<file path="src/rtl/bert_gen_pkg.sv">
package bert_gen_pkg;
  localparam int ADDR_W    = 3;
  localparam int CTRL_ADDR = 0;
  localparam int PAT_BASE  = 4;

  typedef enum logic {
    SRC_REPEAT = 1'b0,
    SRC_PRBS   = 1'b1
  } src_sel_e;

  typedef struct packed {
    logic     zs_en;
    src_sel_e src;
    logic     ld;
  } ctrl_t;
endpackage

</file>
<file path="src/rtl/bert_cfg_regs.sv">
module bert_cfg_regs
  import bert_gen_pkg::*;
#(
  parameter int PAT_W = 32
) (
  input  logic                clk,
  input  logic                rst,
  input  logic                wr_en,
  input  logic [ADDR_W-1:0]   wr_addr,
  input  logic [7:0]          wr_data,
  output ctrl_t               ctrl,
  output logic [PAT_W-1:0]    pat_word
);
  localparam int NLANE = PAT_W / 8;
  localparam logic [ADDR_W-1:0] CTRL_A = ADDR_W'(CTRL_ADDR);

  ctrl_t ctrl_q;

  always_ff @(posedge clk) begin
    if (rst) ctrl_q <= '0;
    else if (wr_en && wr_addr == CTRL_A) ctrl_q <= ctrl_t'(wr_data[2:0]);
  end
  assign ctrl = ctrl_q;

  for (genvar g = 0; g < NLANE; g++) begin : g_lane
    localparam logic [ADDR_W-1:0] LANE_A = ADDR_W'(PAT_BASE + g);
    logic [7:0] lane_q;
    always_ff @(posedge clk) begin
      if (rst) lane_q <= '0;
      else if (wr_en && wr_addr == LANE_A) lane_q <= wr_data;
    end
    assign pat_word[g*8 +: 8] = lane_q;
  end
endmodule

</file>
<file path="src/rtl/bert_load_edge.sv">
module bert_load_edge (
  input  logic clk,
  input  logic rst,
  input  logic reg_ld,
  input  logic pin_ld,
  output logic fire
);
  logic lvl, prev_q;

  assign lvl  = reg_ld | pin_ld;
  assign fire = lvl & ~prev_q;

  always_ff @(posedge clk) begin
    if (rst) prev_q <= 1'b0;
    else     prev_q <= lvl;
  end

  // a held level gives one load, never two in a row
  p_one_shot_r4: assert property (@(posedge clk) disable iff (rst)
    fire |=> !fire);
endmodule

</file>
<file path="src/rtl/bert_pattern_core.sv">
module bert_pattern_core
  import bert_gen_pkg::*;
#(
  parameter int PAT_W    = 32,
  parameter int LFSR_W   = 20,
  parameter int LFSR_TAP = 3,
  parameter int ZS_LEN   = 14,
  parameter logic [LFSR_W-1:0] RST_SEED = LFSR_W'(1)
) (
  input  logic             clk,
  input  logic             rst,
  input  logic             load,
  input  logic [PAT_W-1:0] pat_word,
  input  src_sel_e         src,
  input  logic             zs_en,
  input  logic             adv,
  output logic             bit_o
);
  logic [PAT_W-1:0]  rep_q;
  logic [LFSR_W-1:0] lfsr_q;
  logic [LFSR_W-1:0] seed_raw, seed_ok;
  logic              fb, raw_bit, ahead_zero;

  assign seed_raw = pat_word[LFSR_W-1:0];
  assign seed_ok  = (seed_raw == '0) ? LFSR_W'(1) : seed_raw;
  assign fb       = lfsr_q[0] ^ lfsr_q[LFSR_TAP];

  always_ff @(posedge clk) begin
    if (rst) begin
      rep_q  <= '0;
      lfsr_q <= RST_SEED;
    end else if (load) begin
      rep_q  <= pat_word;
      lfsr_q <= seed_ok;
    end else if (adv) begin
      if (src == SRC_PRBS) lfsr_q <= {fb, lfsr_q[LFSR_W-1:1]};
      else                 rep_q  <= {rep_q[0], rep_q[PAT_W-1:1]};
    end
  end

  always_comb begin
    if (src == SRC_PRBS) begin
      raw_bit    = lfsr_q[0];
      ahead_zero = ~|lfsr_q[ZS_LEN:1];
    end else begin
      raw_bit    = rep_q[0];
      ahead_zero = ~|rep_q[ZS_LEN:1];
    end
  end

  assign bit_o = raw_bit | (zs_en & ahead_zero);

  p_seed_nonzero_r7: assert property (@(posedge clk) disable iff (rst)
    lfsr_q != '0);
  p_load_copy_r3: assert property (@(posedge clk) disable iff (rst)
    load |=> rep_q == $past(pat_word));
  p_hold_r9: assert property (@(posedge clk) disable iff (rst)
    (!load && !adv) |=> ($stable(rep_q) && $stable(lfsr_q)));
  p_other_kept_r11: assert property (@(posedge clk) disable iff (rst)
    (adv && !load && src == SRC_PRBS) |=> $stable(rep_q));
endmodule

</file>
<file path="src/rtl/bert_pattern_gen.sv">
module bert_pattern_gen
  import bert_gen_pkg::*;
#(
  parameter int PAT_W    = 32,
  parameter int LFSR_W   = 20,
  parameter int LFSR_TAP = 3,
  parameter int ZS_LEN   = 14,
  parameter logic [LFSR_W-1:0] RST_SEED = LFSR_W'(1)
) (
  input  logic        clk,
  input  logic        rst,
  input  logic        cfg_wr_en,
  input  logic [2:0]  cfg_addr,
  input  logic [7:0]  cfg_wdata,
  input  logic        load_pin,
  output logic        tx_valid,
  input  logic        tx_ready,
  output logic        tx_bit
);
  ctrl_t            ctrl;
  logic [PAT_W-1:0] pat_word;
  logic             load_fire, take, valid_q;

  bert_cfg_regs #(.PAT_W(PAT_W)) u_regs (
    .clk(clk), .rst(rst), .wr_en(cfg_wr_en), .wr_addr(cfg_addr),
    .wr_data(cfg_wdata), .ctrl(ctrl), .pat_word(pat_word)
  );

  bert_load_edge u_edge (
    .clk(clk), .rst(rst), .reg_ld(ctrl.ld), .pin_ld(load_pin), .fire(load_fire)
  );

  always_ff @(posedge clk) begin
    if (rst) valid_q <= 1'b0;
    else     valid_q <= 1'b1;
  end
  assign tx_valid = valid_q;
  assign take     = valid_q & tx_ready;

  bert_pattern_core #(
    .PAT_W(PAT_W), .LFSR_W(LFSR_W), .LFSR_TAP(LFSR_TAP),
    .ZS_LEN(ZS_LEN), .RST_SEED(RST_SEED)
  ) u_core (
    .clk(clk), .rst(rst), .load(load_fire), .pat_word(pat_word),
    .src(ctrl.src), .zs_en(ctrl.zs_en), .adv(take), .bit_o(tx_bit)
  );

  // the stream is never offered in the first cycle of reset release edge
  p_valid_reset_r1: assert property (@(posedge clk)
    rst |=> !tx_valid);
endmodule

</file>
<file path="config.mk">
export PLATFORM = sky130hd
export DESIGN_NAME = bert_pattern_gen
export DESIGN_NICKNAME = d
export VERILOG_FILES = /design/src/rtl/bert_gen_pkg.sv /design/src/rtl/bert_cfg_regs.sv /design/src/rtl/bert_load_edge.sv /design/src/rtl/bert_pattern_core.sv /design/src/rtl/bert_pattern_gen.sv
export SDC_FILE = /design/constraint.sdc
export NUM_CORES = 1
export LEC_CHECK = 0
export BUFFER_PORTS_ARGS = -buffer_cell sky130_fd_sc_hd__buf_2
export CORE_MARGIN = 2
export CORE_UTILIZATION = 35
export CTS_CLUSTER_DIAMETER = 50
export DETAILED_ROUTE_END_ITERATION = 10
export SKIP_CTS_REPAIR_TIMING = 1
export SLEW_MARGIN = 20
export SYNTH_ARGS = -nofsm -noshare
export SYNTH_HDL_FRONTEND = slang
export SYNTH_SLANG_ARGS = --single-unit
</file>
<file path="constraint.sdc">
create_clock -name clk -period 3.9 [get_ports clk]
set_clock_uncertainty 0.15 [all_clocks]
set_input_delay 0.585 -clock clk [delete_from_list [all_inputs] [get_ports clk]]
set_output_delay 0.585 -clock clk [all_outputs]
set_load 0.05 [all_outputs]
</file>
# Word-level counts from Yosys, hierarchy flattened
# Index checks and enable logic that the tools add are counted.
# totals
reg_bits	89
input_bits	16
output_inout_bits	2
word_cells	48
# op_classes
n_eq_ne	5
mux	10
bitwise	7
reduce_logical	15
# ops
cell	count
2-to-1 mux 32 bit	3
2-to-1 mux 20 bit	4
OR reduction 14 bit	2
logical NOT 20 bit	1
equality test 3 bit, second input constant	4
logical AND 1 bit	5
AND reduction 2 bit	2
nonzero test 2 bit	2
bitwise AND 1 bit	3
logical NOT 3 bit	1
2-to-1 mux 1 bit	3
logical NOT 1 bit	2
!= test 2 bit, second input constant	1
OR 1 bit	2
inverter 1 bit	1
bitwise XOR 1 bit	1

# Logic depth before layout (Yosys ltp)
# logic_depth
ltp_word	5
ltp_mapped	6

# Modules after synthesis
# From an unflattened synthesis, not the netlist that was laid out.
# hier_totals
cells_unflattened	427
area_unflattened_um2	4041.4
# by_module_without_submodules
mod	n_inst	cells_each	area_per_inst_um2
bert_pattern_core	1	291	2544.9
bert_cfg_regs	1	130	1426.4
bert_load_edge	1	3	40.0
bert_pattern_gen	1	3	30.0

# Worst setup path after synthesis
# No wires, ideal clock.
# synth_timing
path_type	register to output
from	reg u_regs.ctrl_q (netlist bit u_regs.ctrl[1])
to	out tx_bit
arrival_time_ns	1.261
required_time_ns	3.165
path_slack_ns	1.904
stages_incl_launch_ff	6
path_buffers	1
path_cell_list	dfxtp_1 > buf_6 > nor4_1 > nand4_1 > nand2_1 > a221o_1
# synth_via
elab_chain_cells	3
# synth_lines
item	line	rtl
from (decl)	bert_cfg_regs.sv:17	ctrl_t ctrl_q;
from (signal assigned)	bert_cfg_regs.sv:21	else if (wr_en && wr_addr == CTRL_A) ctrl_q <= ctrl_t'(wr_data[2:0]);
2-to-1 mux 1 bit	bert_pattern_core.sv:42	if (src == SRC_PRBS) begin
bitwise AND 1 bit	bert_pattern_core.sv:51	assign bit_o = raw_bit | (zs_en & ahead_zero);
OR 1 bit *	bert_pattern_core.sv:51	
to (decl)	bert_pattern_gen.sv:18	output logic tx_bit
# Every way passes the cells marked *; elsewhere a longest branch is shown, timed or not.

# Worst setup path in the final report
# Ends and elaborated chain as after synthesis.

==> impl_metrics.py <==
metrics = {
    "synthesis": {
        "ys_seq_elements": 89,
        "yosys-top-cells-count": "nand2_1, dfxtp_1, a31oi_1, nor2_1, a21oi_1",
        "synth_area_per_cell_um2": 8.150,
        "async_reset_ff_frac": 0,
        "synth.most_common_cell": "nand2_1",
        "netlist_area_um2": 3635,
        "syn-num-nets": 462,
        "synth.top_cell.area_share": 0.4902,
        "ys_seq_area_frac": 0.4902,
        "yosys_warnings": 0,
        "yosysUniqueCellTypes": 35,
        "synth_edf_count": 0,
        "synth_cells": 446,
        "yosysTopAreaCell": "dfxtp_1",
        "ys.flop_type": "dfxtp_1",
        "synth.area.top_cells": "dfxtp_1, nand2_1, a31oi_1",
    },
    "sta": {
        "max_freq_mhz": 377.6,
        "worst_pin_slew_ns": 0.9672,
        "slew_headroom": 0.3552,
        "whs_ns": 0.3094,
        "final_max_slew_viol_count": 0,
        "finalSetupTns_ns": 0,
        "finalCritPeriodShare": 0.6790,
        "period_minus_slack_ns": 2.648,
        "rsz0062_at_grt": "false",
        "hold_viol": 0,
        "setup_viol": 0,
    },
    "power_and_ir_drop": {
        "leakagePower_uw": 0.001336,
        "vdd_drop_max_uv": 216.9,
        "p_switching_uw": 477.7,
        "pwr-share-comb": 0.096,
        "intPower_uw": 1308,
        "seq_power_share": 0.554,
        "power.share.clock": 0.350,
        "swShare": 0.2675,
        "power-per-cell-area_nw_per_um2": 453.7,
    },
    "floorplan": {
        "core_area_um2": 10180,
        "dieArea_um2": 11220,
        "num_rows": 37,
        "initial_utilization": 0.3569,
        "ioPinCount": 18,
        "die_x_um": 105.9,
        "die_h_um": 105.9,
    },
    "job": {
        "maxCapViolCount": 0,
    },
    "drt": {
        "vias_per_cell": 5.161,
        "wl_per_cell_um": 14.72,
        "via_count": 3040,
        "drcViolationCount": 0,
        "drtIter0Drc": 183,
        "ant_nets": 0,
        "wl_mm": 8.671,
        "firstDrtPassIters": 4,
    },
    "grt": {
        "antenna_found_initial": 0,
        "grt_pass1_wl_mm": 14.66,
        "grt_max_degree": 54,
        "grt_use_total": 0.1665,
        "grt_pass1_vias": 2945,
        "overflow": 0,
    },
    "setup_path": {
        "critPathArrivalTime_ns": 1.91,
        "critPathKind": "reg2out",
        "slowest_delay_ns": 0.57,
        "cp_max_fo": 9,
        "cpMaxStageDelayCell": "dfxtp_1",
        "critical_path_buf_inv_count": 1,
        "worstSetupEndpointType": "primary output",
        "cp.required_ns": 3.16,
        "cp_top_family": "flip-flops",
        "worstSetupStartpointType": "flop",
        "cp_cell_sequence": "nor4b_1, nand4_1, nand2_1, a221o_1, buf_2",
    },
    "clocking": {
        "cts_buffers": 9,
        "htreeDepth": 3,
        "cts_sinks": 89,
        "cts.path.max_buffers": 2,
        "clockRootBuffer": "clkbuf_8",
        "cts_tree": "yes",
        "path_clk_slew_ns": 0.09,
        "clkLatencyLatePin_ns": 0.37,
    },
    "placement": {
        "finalWeightedCongestion": 0.7918,
        "io_buffers": 17,
        "place.detailed.hpwl_mm": 5.851,
    },
    "final_layout": {
        "area_delta_synth_final_pct": 8.296,
        "n_antenna_cell": 0,
        "fill_cells": 1095,
        "final_nets": 464,
        "drive_gt1_frac": 0.1104,
    },
    "hold_path": {
        "hold_class": "reg2reg",
    },
    "status": {
        "status": "complete, no violations",
    },
}
[stage by stage]
stage / worst slack, ns / std cells / cell area (um2) / power (uW) / utilization
after floorplan: 1.904 / 446 / 3635 / 1133 / -
after global placement: 1.389 / 573 / 3744 / 1177 / 0.3676
after detailed placement: 1.366 / 573 / 3744 / 1182 / 0.3676
after CTS: 1.234 / 589 / 3936 / 1802 / 0.3865
after global routing: 1.175 / 589 / 3936 / 1872 / 0.3865
final: 1.252 / 589 / 3936 / 1786 / 0.3865
[power groups by stage]
stage	Sequential, uW	Clock [uW]	Combinational [uW]
final	989	624	172
after global routing	995	682	195
after CTS	989	640	173
after detailed placement	1010	0	172
after global placement	1010	0	168
after floorplan	1000	0	133
[registers in the layout, indices dropped and copies added (netlist names)]
signal and cells:
u_core.rep_q 32, tx_valid 1, u_core.lfsr_q 20, u_regs.ctrl 3, u_edge.prev_q 1, u_regs.g_lane.lane_q 32
[path summary, 6_finish.rpt]
| path | startpoint | to | slack [ns] | depth (start not counted) |
|---|---|---|---|---|
| setup / recovery | u_regs.ctrl[1]$_SDFFE_PP0P_ | tx_bit | 1.25 | 5 |
| hold / removal | u_regs.g_lane[2].lane_q[5]$_SDFFE_PP0P_ | u_regs.g_lane[2].lane_q[5]$_SDFFE_PP0P_ | 0.31 | 2 |
| setup reg to reg | u_regs.ctrl[1]$_SDFFE_PP0P_ | u_core.rep_q[25]$_SDFFE_PP0P_ | 1.73 | 4 |
| hold reg to reg | u_regs.g_lane[2].lane_q[5]$_SDFFE_PP0P_ | u_regs.g_lane[2].lane_q[5]$_SDFFE_PP0P_ | 0.31 | 2 |
[cell usage in the layout (no fill, tap or decap)]
master | synthesis | layout
nand2_1 | 156 | 156
dfxtp_1 | 89 | 89
a31oi_1 | 37 | 37
nor2_1 | 28 | 28
a21oi_1 | 25 | 25
o21ai_0 | 18 | 18
buf_2 | 15 | 17
a311oi_1 | 11 | 11
mux2i_1 | 11 | 11
nor4_1 | 10 | 10
clkbuf_8 | 0 | 9
nor3_1 | 3 | 3
nand4_1 | 3 | 3
or2_1 | 3 | 3
a311oi_2 | 3 | 3
nor2_2 | 3 | 3
clkinv_2 | 0 | 3
buf_4 | 3 | 3
clkinvlp_4 | 0 | 2
nor4b_1 | 1 | 1
nor2b_1 | 1 | 1
a221o_1 | 1 | 1
inv_1 | 1 | 1
o21bai_4 | 1 | 1
and3_1 | 1 | 1
nand3_2 | 1 | 1
nand3_1 | 1 | 1
or3_1 | 1 | 1
nand2_2 | 1 | 1
nor2_4 | 1 | 1
nand2b_4 | 1 | 1
nand2b_2 | 1 | 1
nor2_8 | 1 | 1
nor3_2 | 1 | 1
xnor2_1 | 1 | 1
o211ai_1 | 1 | 1
bufinv_16 | 0 | 1
inv_6 | 0 | 1
[logic make-up after synthesis]
group / Yosys count / synth area share
buffers and inverters: 30 / 0.04750
AOI/OAI and AO/OA: 97 / 0.1718
xor gates and xnor gates: 1 / 0.002410
and+or+nand+nor: 218 / 0.2578
muxes: 11 / 0.03029
DFF: 89 / 0.4902
[routing by layer]
layer / wire (um) / part of all wire / vias up / GRT usage
met2: 3795 / 0.44 / 71 / 0.2512
li1: - / - / 1536 / -
met3: 395 / 0.046 / 12 / 0.03556
met1: 4353 / 0.50 / 1421 / 0.2318
met5: 0 / 0 / - / 0
met4: 127 / 0.015 / 0 / 0.06767
[worst register-to-register path: cells and delay by family, from the launching register on]
family	cells	cell delay, ns
compound gates	1	0.28
buf+inv	1	0.33
simple gates	2	0.74
flops	1	0.57
[layout make-up]
type / count / area (um2) / share of cell area
flip-flops and latches: 89 / 1782 / 0.4526
multi-input cells: 327 / 1680 / 0.4269
clock inverters: 7 / 68.82 / 0.01748
inverters: 1 / 3.754 / 0.0009536
clock buffers: 9 / 123.9 / 0.03147
well taps: 136 / 170.2 / 0.04323
repair buffers: 20 / 107.6 / 0.02734
No activity file was read; power rests on OpenSTA's default activity.
